**src/rtl/cdt_pkg.sv**
```systemverilog
// Shared types for the complementary output deadtime generator.
// Assumes: steering is decided per channel from the master enable and
// the two channel enables.
package cdt_pkg;

    typedef enum logic [1:0] {
        STEER_OFF  = 2'd0,
        STEER_COMP = 2'd1,
        STEER_MAIN = 2'd2,
        STEER_PAIR = 2'd3
    } steer_t;

    // Map the enables to a steering mode; master low wins over everything.
    function automatic steer_t steer_decode(input logic master,
                                            input logic m_en,
                                            input logic c_en);
        steer_t mode;
        if (!master) begin
            mode = STEER_OFF;
        end else begin
            case ({m_en, c_en})
                2'b11:   mode = STEER_PAIR;
                2'b10:   mode = STEER_MAIN;
                2'b01:   mode = STEER_COMP;
                default: mode = STEER_OFF;
            endcase
        end
        return mode;
    endfunction

endpackage

```
**src/rtl/cdt_dead_unit.sv**
```systemverilog
// Deadtime timer for one channel.
// Produces active-high main/complement levels one cycle after the
// reference sample. An output level is granted only once the reference
// has held that level for dead_cyc further samples. A down-counter is
// loaded at every reference edge with the deadtime sampled at that edge.
// Assumes: the reference is synchronous to clk.
module cdt_dead_unit #(
    parameter int DT_W = 8
) (
    input  logic            clk,
    input  logic            rst_n,
    input  logic            ref_in,
    input  logic [DT_W-1:0] dead_cyc,
    output logic            ref_q,
    output logic            main_raw,
    output logic            comp_raw
);

    logic [DT_W-1:0] cnt_q;
    logic [DT_W-1:0] cnt_nxt;
    logic            edge_seen;
    logic            settled;

    // Reload on a reference edge, otherwise count down and stop at zero.
    always_comb begin
        edge_seen = ref_in ^ ref_q;
        if (edge_seen) begin
            cnt_nxt = dead_cyc;
        end else if (cnt_q != '0) begin
            cnt_nxt = cnt_q - 1'b1;
        end else begin
            cnt_nxt = cnt_q;
        end
        settled = (cnt_nxt == '0);
    end

    // Register the reference history, the timer and the granted levels.
    always_ff @(posedge clk) begin
        if (!rst_n) begin
            ref_q    <= 1'b0;
            cnt_q    <= '0;
            main_raw <= 1'b0;
            comp_raw <= 1'b0;
        end else begin
            ref_q    <= ref_in;
            cnt_q    <= cnt_nxt;
            main_raw <= ref_in & settled;
            comp_raw <= ~ref_in & settled;
        end
    end

    // with a nonzero deadtime, main may not rise on the sample of a fresh rising edge
    a_r2_main_waits: assert property (@(posedge clk) disable iff (!rst_n)
        ($rose(main_raw) && $past(dead_cyc) != '0) |-> $past(ref_q));

    // with a nonzero deadtime, the complement may not rise on the sample of a fresh falling edge
    a_r3_comp_waits: assert property (@(posedge clk) disable iff (!rst_n)
        ($rose(comp_raw) && $past(dead_cyc) != '0) |-> !$past(ref_q));

endmodule

```
**src/rtl/cdt_steer.sv**
```systemverilog
// Output steering and polarity for one channel.
// Selects per mode between the deadtime levels, the directly passed
// reference, or inactive, then applies the registered polarity bits.
// Assumes: its inputs come from cdt_dead_unit, one cycle after the sample.
module cdt_steer
    import cdt_pkg::*;
(
    input  logic   clk,
    input  logic   rst_n,
    input  steer_t mode,
    input  logic   main_pol,
    input  logic   comp_pol,
    input  logic   ref_q,
    input  logic   main_raw,
    input  logic   comp_raw,
    output logic   main_out,
    output logic   comp_out
);

    logic act_m_q, act_c_q;
    logic act_m_d, act_c_d;
    logic pol_m_q, pol_c_q;

    // Choose the active-high level of each output for the current mode.
    always_comb begin
        act_m_d = 1'b0;
        act_c_d = 1'b0;
        case (mode)
            STEER_PAIR: begin
                act_m_d = main_raw;
                act_c_d = comp_raw;
            end
            STEER_MAIN: act_m_d = ref_q;
            STEER_COMP: act_c_d = ref_q;
            default: begin
                act_m_d = 1'b0;
                act_c_d = 1'b0;
            end
        endcase
    end

    // Register the active levels and the polarity that goes with them.
    always_ff @(posedge clk) begin
        if (!rst_n) begin
            act_m_q <= 1'b0;
            act_c_q <= 1'b0;
            pol_m_q <= 1'b0;
            pol_c_q <= 1'b0;
        end else begin
            act_m_q <= act_m_d;
            act_c_q <= act_c_d;
            pol_m_q <= main_pol;
            pol_c_q <= comp_pol;
        end
    end

    // Apply polarity: a set bit inverts the output.
    always_comb begin
        main_out = act_m_q ^ pol_m_q;
        comp_out = act_c_q ^ pol_c_q;
    end

    // the two active levels are never asserted together
    a_r3_no_overlap: assert property (@(posedge clk) disable iff (!rst_n)
        !(act_m_q && act_c_q));

    // an off mode leaves both outputs inactive
    a_r9_off_inactive: assert property (@(posedge clk) disable iff (!rst_n)
        ($past(mode) == STEER_OFF) |-> (!act_m_q && !act_c_q));

    // in main-only mode the complement stays inactive
    a_r6_comp_idle: assert property (@(posedge clk) disable iff (!rst_n)
        ($past(mode) == STEER_MAIN) |-> !act_c_q);

    // in complement-only mode the main output stays inactive
    a_r7_main_idle: assert property (@(posedge clk) disable iff (!rst_n)
        ($past(mode) == STEER_COMP) |-> !act_m_q);

endmodule

```
**src/rtl/cdt_pair_gen.sv**
```systemverilog
// Complementary output deadtime generator, NUM_CH channels.
// Every channel has its own deadtime timer and steering stage. The
// deadtime value and the master enable are shared by all channels.
// Assumes: all inputs are synchronous to clk.
module cdt_pair_gen
    import cdt_pkg::*;
#(
    parameter int NUM_CH = 4,
    parameter int DT_W   = 8
) (
    input  logic              clk,
    input  logic              rst_n,
    input  logic [NUM_CH-1:0] ref_in,
    input  logic [NUM_CH-1:0] main_en,
    input  logic [NUM_CH-1:0] comp_en,
    input  logic [NUM_CH-1:0] main_pol,
    input  logic [NUM_CH-1:0] comp_pol,
    input  logic              out_en,
    input  logic [DT_W-1:0]   dead_cyc,
    output logic [NUM_CH-1:0] main_out,
    output logic [NUM_CH-1:0] comp_out
);

    for (genvar ch = 0; ch < NUM_CH; ch++) begin : g_ch
        steer_t mode;
        logic   ref_q, main_raw, comp_raw;

        // Decode this channel's steering mode.
        always_comb mode = steer_decode(out_en, main_en[ch], comp_en[ch]);

        cdt_dead_unit #(.DT_W(DT_W)) u_dead (
            .clk      (clk),
            .rst_n    (rst_n),
            .ref_in   (ref_in[ch]),
            .dead_cyc (dead_cyc),
            .ref_q    (ref_q),
            .main_raw (main_raw),
            .comp_raw (comp_raw)
        );

        cdt_steer u_steer (
            .clk      (clk),
            .rst_n    (rst_n),
            .mode     (mode),
            .main_pol (main_pol[ch]),
            .comp_pol (comp_pol[ch]),
            .ref_q    (ref_q),
            .main_raw (main_raw),
            .comp_raw (comp_raw),
            .main_out (main_out[ch]),
            .comp_out (comp_out[ch])
        );
    end

endmodule

```
**config.mk**
```make
export PLATFORM = sky130hd
export DESIGN_NAME = cdt_pair_gen
export DESIGN_NICKNAME = d
export VERILOG_FILES = /design/src/rtl/cdt_pkg.sv /design/src/rtl/cdt_dead_unit.sv /design/src/rtl/cdt_steer.sv /design/src/rtl/cdt_pair_gen.sv
export SDC_FILE = /design/constraint.sdc
export NUM_CORES = 1
export LEC_CHECK = 0
export BUFFER_PORTS_ARGS = -buffer_cell sky130_fd_sc_hd__buf_4
export CORE_ASPECT_RATIO = 1.1
export CORE_MARGIN = 8
export CORE_UTILIZATION = 53
export CTS_BUF_LIST = sky130_fd_sc_hd__clkbuf_16
export DETAILED_ROUTE_END_ITERATION = 7
export HOLD_SLACK_MARGIN = 0.12
export PLACE_DENSITY_LB_ADDON = 0.05
export REMOVE_ABC_BUFFERS = 1
export SLEW_MARGIN = 20
export SYNTH_ARGS = -nofsm -noshare
export SYNTH_HDL_FRONTEND = slang
export SYNTH_SLANG_ARGS = --single-unit
```
**constraint.sdc**
```tcl
create_clock -name clk -period 2.2 [get_ports clk]
set_clock_uncertainty 0.1 [all_clocks]
set_input_delay 0.22 -clock clk [delete_from_list [all_inputs] [get_ports clk]]
set_output_delay 0.22 -clock clk [all_outputs]
set_load 0.02 [all_outputs]
```
# Word level (Yosys, flattened, before mapping)

Cells that the tools add are included.

Add/sub/neg operators: 4
Equality and inequality tests: 24
Multiplexer cells: 24
Bitwise logic cells: 24
Reductions and logical operators: 8

Operators by type and width:

| operator              | number |
|---|---|
| $mux W8               | 8 |
| $eq A2 B2 Y1 const B  | 16 |
| $logic_not A8 Y1      | 4 |
| $reduce_bool A8 Y1    | 4 |
| $sub A8 B1 Y8 const B | 4 |
| $pmux W2 S3           | 4 |
| $eq A2 B1 Y1 const B  | 8 |
| $pmux W1 S2           | 8 |
| $xor A1 B1 Y1         | 12 |
| $and A1 B1 Y1         | 8 |
| $mux W2               | 4 |
| $not A1 Y1            | 4 |

Register bits after elaboration: 60
Bits of input ports: 31
Output and inout port bits: 8
Word-level logic and storage cells: 116

# Logic depth before layout (Yosys ltp)

Gate-level depths: netlist of run 1.

Word-level depth: 5
Depth in mapped cells: 7

# Cells and area by module

A second synthesis of run 1 with hierarchy kept.

Cell total of the unflattened synthesis: 380
Area, all modules: 3293.2 um^2

By module, submodules not included:

| module        | times used | cells each | area each (um^2) |
|---|---|---|---|
| cdt_dead_unit | 4          | 79         | 665.6 |
| cdt_steer     | 4          | 14         | 145.1 |
| cdt_pair_gen  | 1          | 8          | 50.0 |

# Worst setup path after synthesis of run 1

No wires, ideal clock.

Kind: reg-to-reg
From: register g_ch[0].u_dead.cnt_q[0]
To: register g_ch[0].u_dead.comp_raw
Setup time: 117 ps
Arrival: 1904 ps
Data required time: 1983 ps
Setup slack: 80 ps
Cell stages (with the launch flop): 8
Path buffers: 0
Path through: dfxtp_1 -> inv_1 -> ha_1 -> or4_1 -> or3_1 -> a31oi_1 -> nor2_1 -> and4b_1

Longest elaborated chain between the ends: 5
Elaborated cells on any way between the ends: 6
Those cells by class: add/sub (1); mux (2); bitwise (1); reduce/logical (2)

Ends and longest elaborated chain:

| element                                             | line                                     | RTL |
|---|---|---|
| start, declared                                     | cdt_dead_unit.sv:19                      | `logic [DT_W-1:0] cnt_q;` |
| start signal, assigned                              | cdt_dead_unit.sv:46                      | `cnt_q <= cnt_nxt;` |
| $sub A8 B1 Y8 or $reduce_bool A8 Y1 (tied branches) | cdt_dead_unit.sv:30, cdt_dead_unit.sv:29 |  |
| $mux W8 (*)                                         | cdt_dead_unit.sv:29                      | `end else if (cnt_q != '0) begin` |
| $mux W8 (*)                                         | cdt_dead_unit.sv:27                      | `if (edge_seen) begin` |
| $logic_not A8 Y1 (*)                                | cdt_dead_unit.sv:34                      | `settled = (cnt_nxt == '0);` |
| $and A1 B1 Y1 (*)                                   | cdt_dead_unit.sv:48                      | `comp_raw <= ~ref_in & settled;` |
| end signal, assigned                                | cdt_dead_unit.sv:48                      |  |
| end, declared                                       | cdt_dead_unit.sv:16                      | `output logic comp_raw` |

Mark *: on every way between the ends. The rest lies on a longest branch, timed or not.
A chain may end at the register's enable or synchronous reset.

# Final worst setup path of run 1

From: register g_ch[0].u_dead.cnt_q[1]
To: register g_ch[0].u_dead.comp_raw

Same word-level chain as after synthesis.

==> results of run 1 <==
## cells in the mapped netlist, types with 3 or more instances
library cell	n
or3_1	5
or4_1	5
ha_1	8
mux2i_1	13
buf_4	8
and3_1	4
nor3b_1	11
nor2_1	40
a31oi_1	5
a21oi_1	20
o31ai_1	3
clkbuf_1	10
inv_1	17
o21ai_0	11
a22oi_1	11
a211oi_1	3
xor2_1	19
and2_1	22
xnor2_1	12
nand2b_1	3
nor4_1	7
dfxtp_1	60
nor3_1	14
nand2_1	25
## metal layers
metal / vias up / global-route usage [%] / routed length (µm)
met5: - / 0 / 0
met4: 0 / 9.08 / 221
met3: 15 / 4.94 / 441
met2: 85 / 32.2 / 4060
met1: 1428 / 22.0 / 3840
li1: 1514 / - / -
## layout by cell type (no fill, tap or decap), drive strengths merged, types with 5 or more instances in the layout
cell type	n
buf	62
ha	8
nor4	8
a21oi	20
nor3	14
nand2	25
or4	6
o21ai	11
a22oi	11
and2	23
inv	18
xnor2	12
nor3b	11
a31oi	5
dlygate4sd3	24
nor2	41
or3	6
mux2i	13
clkbuf	9
dfxtp	60
xor2	19
## path summary, 6_finish.rpt
path / from / slack, ns / endpoint / cells past startpoint
worst max-delay path: g_ch[0].u_dead.cnt_q[1]$_SDFF_PN0_ / 0.08 / g_ch[0].u_dead.comp_raw$_SDFF_PN0_ / 7
worst min-delay path: dead_cyc[4] / 0.13 / g_ch[3].u_dead.cnt_q[4]$_SDFF_PN0_ / 3
worst max register to register: g_ch[0].u_dead.cnt_q[1]$_SDFF_PN0_ / 0.08 / g_ch[0].u_dead.comp_raw$_SDFF_PN0_ / 7
worst min register to register: g_ch[1].u_dead.comp_raw$_SDFF_PN0_ / 0.42 / g_ch[1].u_steer.act_c_q$_SDFF_PN0_ / 2
## registers in the layout, indices dropped and copies added (netlist names)
signal	flops
g_ch.u_dead.cnt_q	32
g_ch.u_steer.act_c_q	4
g_ch.u_dead.main_raw	4
g_ch.u_dead.comp_raw	4
g_ch.u_dead.ref_q	4
g_ch.u_steer.act_m_q	4
g_ch.u_steer.pol_m_q	4
g_ch.u_steer.pol_c_q	4
## critical path, stage by stage (launching register included)
cell	delay (ns)
dfxtp_1	0.30
inv_1	0.09
ha_1	0.17
or3b_4	0.42
o211a_1	0.22
a221o_1	0.31
a2111oi_4	0.23
and4b_1	0.22
## cells by family after synthesis
kind of cell | count (synthesis) | synth area share, %
fa+ha+maj | 8 | 3.05
flops | 60 | 36.6
compound gates | 77 | 16.5
mux | 13 | 3.97
buf+inv | 36 | 5.27
xor+xnor | 31 | 8.28
simple gates | 155 | 26.3
## stage by stage
stage               setup slack [ns]  hold slack, ns  cells  TNS, ns
detailed placement           -0.0439           0.333    502  -0.0439
floorplan                     0.0797           0.237    361        0
CTS                           0.0107           0.129    542        0
finish                        0.0828           0.134    543        0
global route                 -0.0131           0.133    543  -0.0131
global placement             -0.0220           0.328    502  -0.0220
## report_power, final
part	switching [µW]	internal, µW	total (µW)
Sequential	119	1190	1310
Clock	454	857	1310
Combinational	585	565	1150
Total	1160	2610	3770
## timing repair
item | CTS | global route
hold buffers | 24 | 0
setup endpoints to repair | 1 | 6
endpoints found under the hold margin | 30 | 0
gates resized for setup | 2 | 18
pin swaps | 0 | 6
setup buffers | 0 | 1
## final cells by class
type / count / area, µm²
Clock buffer: 9 / 225
Timing Repair Buffer: 86 / 706
Sequential cell: 60 / 1210
Multi-Input combinational cell: 284 / 1990
Tap cell: 80 / 100
Fill cell: 481 / 1730
Inverter: 17 / 63.8
Clock inverter: 7 / 58.8
==> qor.csv, run 1 <==
metric,value,unit
antenna_left,0,
fmax,472,MHz
maxSlewHeadroom,66.6,%
synthDistinctLibCells,58,
diodes,0,
fin_crit,2.12,ns
first_pass_iters,4,
synth_top_cell_by_area,dfxtp_1,
peakVddDrop,0.470,mV
crit_arrival,2.28,ns
cts_sinks,60,
overflow,0,
clockBufferDepth,2,
clk_latency,0.32,ns
viasPerCell,5.60,
start_kind,flip-flop,
cts_tree,yes,
setup-violations-final,0,
status,"complete, no violations",
io_buffers,38,
postPlaceCellArea,3730,µm²
initial_core_util,53.9,%
postRouteWirelength,8.56,mm
nets,497,
cts-htree-levels,3,
drive_gt1_share,21.8,%
ys.flop_type,dfxtp_1,
powerDensity,867,nW/µm²
synth_area,3280,µm²
synth_top_area_share,36.6,%
place.detailed.hpwl,5.77,mm
yosys-top-cells-area,"dfxtp_1 37%, xor2_1 5.1%, nor2_1 4.6%, and2_1 4.2%, mux2i_1 4.0%",
yosysSeqAreaShare,36.6,%
clk_pin_slew,0.05,ns
grt_pass1_wl,13.9,mm
coreArea,6080,µm²
gp_congestion,0.885,
dr_total_vias,3042,
antenna_found_initial,0,
io_pins,39,
route.detailed.drc,0,
grt_max_degree,29,
synth.avg_cell_area,8.63,µm²
synth_seq_cells,60,
worstSetupPathType,reg -> reg,
hold_path_class,in -> reg,
p_leak,0.00186,µW
endpoint_kind,flip-flop,
dr.first_iter.drc_count,151,
root_buffer,clkbuf_16,
die_area,8960,µm²
yosys_warnings,0,
cp.required,2.36,ns
die_h,98.5,µm
die-width,91,µm
wl_per_cell,15.8,µm
cp_max_fo,4,
p_total,3770,µW
max_cap_viol_count,0,
synth_edf_count,0,
grt_use_total,19.1,%
worst_pin_slew,0.499,ns
grt_pass1_vias,2979,
numCtsBuffers,9,
finalCritPeriodShare,96.2,%
fin_util,71.6,%
synthArstFlopShare,0,%
finalHoldViolCount,0,
rows,30,
design_area,4350,µm²
synthCells,380,
slew_viol_final,0,
area_growth,32.7,%
Power figures use the tool's default switching activity.
==> run 2: changes to the inputs <==
Settings changed: SETUP_SLACK_MARGIN set to 0.1.
==> run 2 against run 1 <==
- non-clock buffer count increased by 5
- worst setup slack improved by 0.031 ns
- critical endpoint unchanged
- critical path depth unchanged
- first-iteration DRC count decreased by 17%
- final area increased by 2.7%
- global-route usage increased by 0.35 points
- wire length increased by 3.8%
- core utilization increased by 1.9 points
- highest routed layer unchanged
- final cell count increased by 0.92%
- clock power about the same
- hold slack got worse by 0.0087 ns
==> qor.csv, run 2 (synthesis results as in run 1) <==
metric,value,unit
antenna_left,0,
cp_cell_sequence,"inv_2, ha_4, or3b_4, o211a_1, a221o_1, a2111oi_4, and4b_1",
numCtsBuffers,9,
worst_pin_slew,0.582,ns
path_depth,7,
cp.required,2.36,ns
viasPerCell,5.65,
setup-violations-final,0,
powerDensity,866,nW/µm²
regMostFlops,g_ch.u_dead.cnt_q,
die-width,91,µm
design_area,4470,µm²
maxSlewHeadroom,61.1,%
root_buffer,clkbuf_16,
hold_depth,3,
holdPathEnd,g_ch[2].u_dead.cnt_q[6]$_SDFF_PN0_,
antenna_found_initial,0,
crit_arrival,2.25,ns
dr.first_iter.drc_count,125,
io_pins,39,
start_kind,flip-flop,
first_pass_iters,4,
crit_family,compound AO/OA/AOI/OAI gates,
die_h,98.5,µm
cts-htree-levels,3,
r2r_end,g_ch[0].u_dead.comp_raw$_SDFF_PN0_,
dp_cells,502,
drive_gt1_share,25.4,%
max_stage_delay,0.41,ns
share_comb_of_total_power,32.0,%
stdcell_count,548,
postPlaceCellArea,3730,µm²
fmax,479,MHz
finalCritPeriodShare,94.8,%
p_sw,1200,µW
r2r_start,g_ch[0].u_dead.cnt_q[1]$_SDFF_PN0_,
crit_slowest_cell,or3b_4,
hold_path_class,in -> reg,
clk_latency,0.32,ns
mostFrequentLayoutCells,"67 x buf_4, 55 x dfxtp_1, 39 x nor2_1, 25 x nand2_1, 24 x dlygate4sd3_1",
gp_congestion,0.885,
clkPwrFrac,33.9,%
cts_sinks,60,
area_growth,36.2,%
rsz0062_at_grt,yes,
overflow,0,
postRouteWirelength,8.88,mm
rr_worst_depth,7,
route.detailed.drc,0,
die_area,8960,µm²
diodes,0,
fin_util,73.5,%
grt_pass1_vias,3020,
cp_max_fo,4,
internal-power,2660,µW
clockBufferDepth,2,
grt_max_degree,29,
worstSetupPathType,reg -> reg,
fin_tns_setup,0,ns
dr_total_vias,3098,
r2r_setup_slack,0.11,ns
clk_pin_slew,0.05,ns
num-fill-cells,472,
seqPwrFrac,34.1,%
p_sw_share,31.1,%
status,"complete, no violations",
grt_use_total,19.5,%
fin_crit,2.09,ns
slew_viol_final,0,
endpoint_kind,flip-flop,
io_buffers,38,
place.detailed.hpwl,5.77,mm
p_total,3870,µW
wl_per_cell,16.2,µm
cp_num_buf_inv,1,
p_leak,0.00190,µW
rows,30,
coreArea,6080,µm²
initial_core_util,53.9,%
nets,502,
grt_pass1_wl,14.2,mm
peakVddDrop,0.470,mV
final_common_cell,buf_4,
max_cap_viol_count,0,
cts_tree,yes,
finalHoldViolCount,0,
largest_reg_flops,32,
min_from,dead_cyc[6],
==> run 2: tightest hold or removal path: cells and delay by family <==
| kind | cells | cell delay, ns |
|---|---|---|
| buffers and inverters | 1 | 0.13 |
| AOI/OAI and AO/OA | 1 | 0.09 |
| and+or+nand+nor | 1 | 0.07 |
==> run 2: per-layer routing <==
metal,up-vias,routed length [µm],global-route usage (%),part of all wire [%]
li1,1519,-,-,-
met1,1471,3940,22.3,44
met2,88,4260,33.0,48
met3,20,423,4.87,4.8
met4,0,255,9.46,2.9
met5,-,0,0,0
==> run 2: area by class of cell <==
class / instances / area (µm²) / share of cell area, %
clock buffers: 9 / 225 / 5.04
clock inverters: 7 / 58.8 / 1.32
inverters: 17 / 66.3 / 1.48
multi-input cells: 284 / 2060 / 46.1
flip-flops and latches: 60 / 1210 / 27.1
well taps: 80 / 100 / 2.24
repair buffers: 91 / 743 / 16.6
==> run 2: worst max-delay path by stage <==
stage / to / start / slack (ns)
final: g_ch[0].u_dead.comp_raw$_SDFF_PN0_ / g_ch[0].u_dead.cnt_q[1]$_SDFF_PN0_ / 0.11
after global routing: g_ch[3].u_dead.main_raw$_SDFF_PN0_ / g_ch[3].u_dead.cnt_q[0]$_SDFF_PN0_ / 0.06
after floorplan: g_ch[0].u_dead.comp_raw$_SDFF_PN0_ / g_ch[0].u_dead.cnt_q[0]$_SDFF_PN0_ / 0.08
after detailed placement: g_ch[1].u_dead.comp_raw$_SDFF_PN0_ / g_ch[1].u_dead.cnt_q[0]$_SDFF_PN0_ / -0.04
after global placement: g_ch[1].u_dead.comp_raw$_SDFF_PN0_ / g_ch[1].u_dead.cnt_q[0]$_SDFF_PN0_ / -0.02
after CTS: g_ch[1].u_dead.comp_raw$_SDFF_PN0_ / g_ch[1].u_dead.cnt_q[2]$_SDFF_PN0_ / 0.08
==> run 2: power groups by stage <==
stage	Clock (µW)	Sequential (µW)	Combinational [µW]
after detailed placement	0	1320	1050
after CTS	1330	1300	1110
after global placement	0	1320	1040
after global routing	1380	1330	1350
after floorplan	0	1310	714
final	1310	1320	1240
==> run 2: what timing repair did <==
action                                  in CTS  in global routing
pin swaps                                    2                 13
hold endpoints to repair                    30                  0
cloned                                       0                  0
gates resized for setup                      9                 33
hold buffers                                24                  0
endpoints found under the setup margin       2                  9
setup buffers                                2                  4
==> run 2: stage by stage <==
| step | setup slack [ns] | hold WS [ns] |
|---|---|---|
| after global placement | -0.0220 | 0.328 |
| after global routing | 0.0588 | 0.133 |
| final | 0.114 | 0.125 |
| after CTS | 0.0822 | 0.129 |
| after floorplan | 0.0797 | 0.237 |
| after detailed placement | -0.0439 | 0.333 |
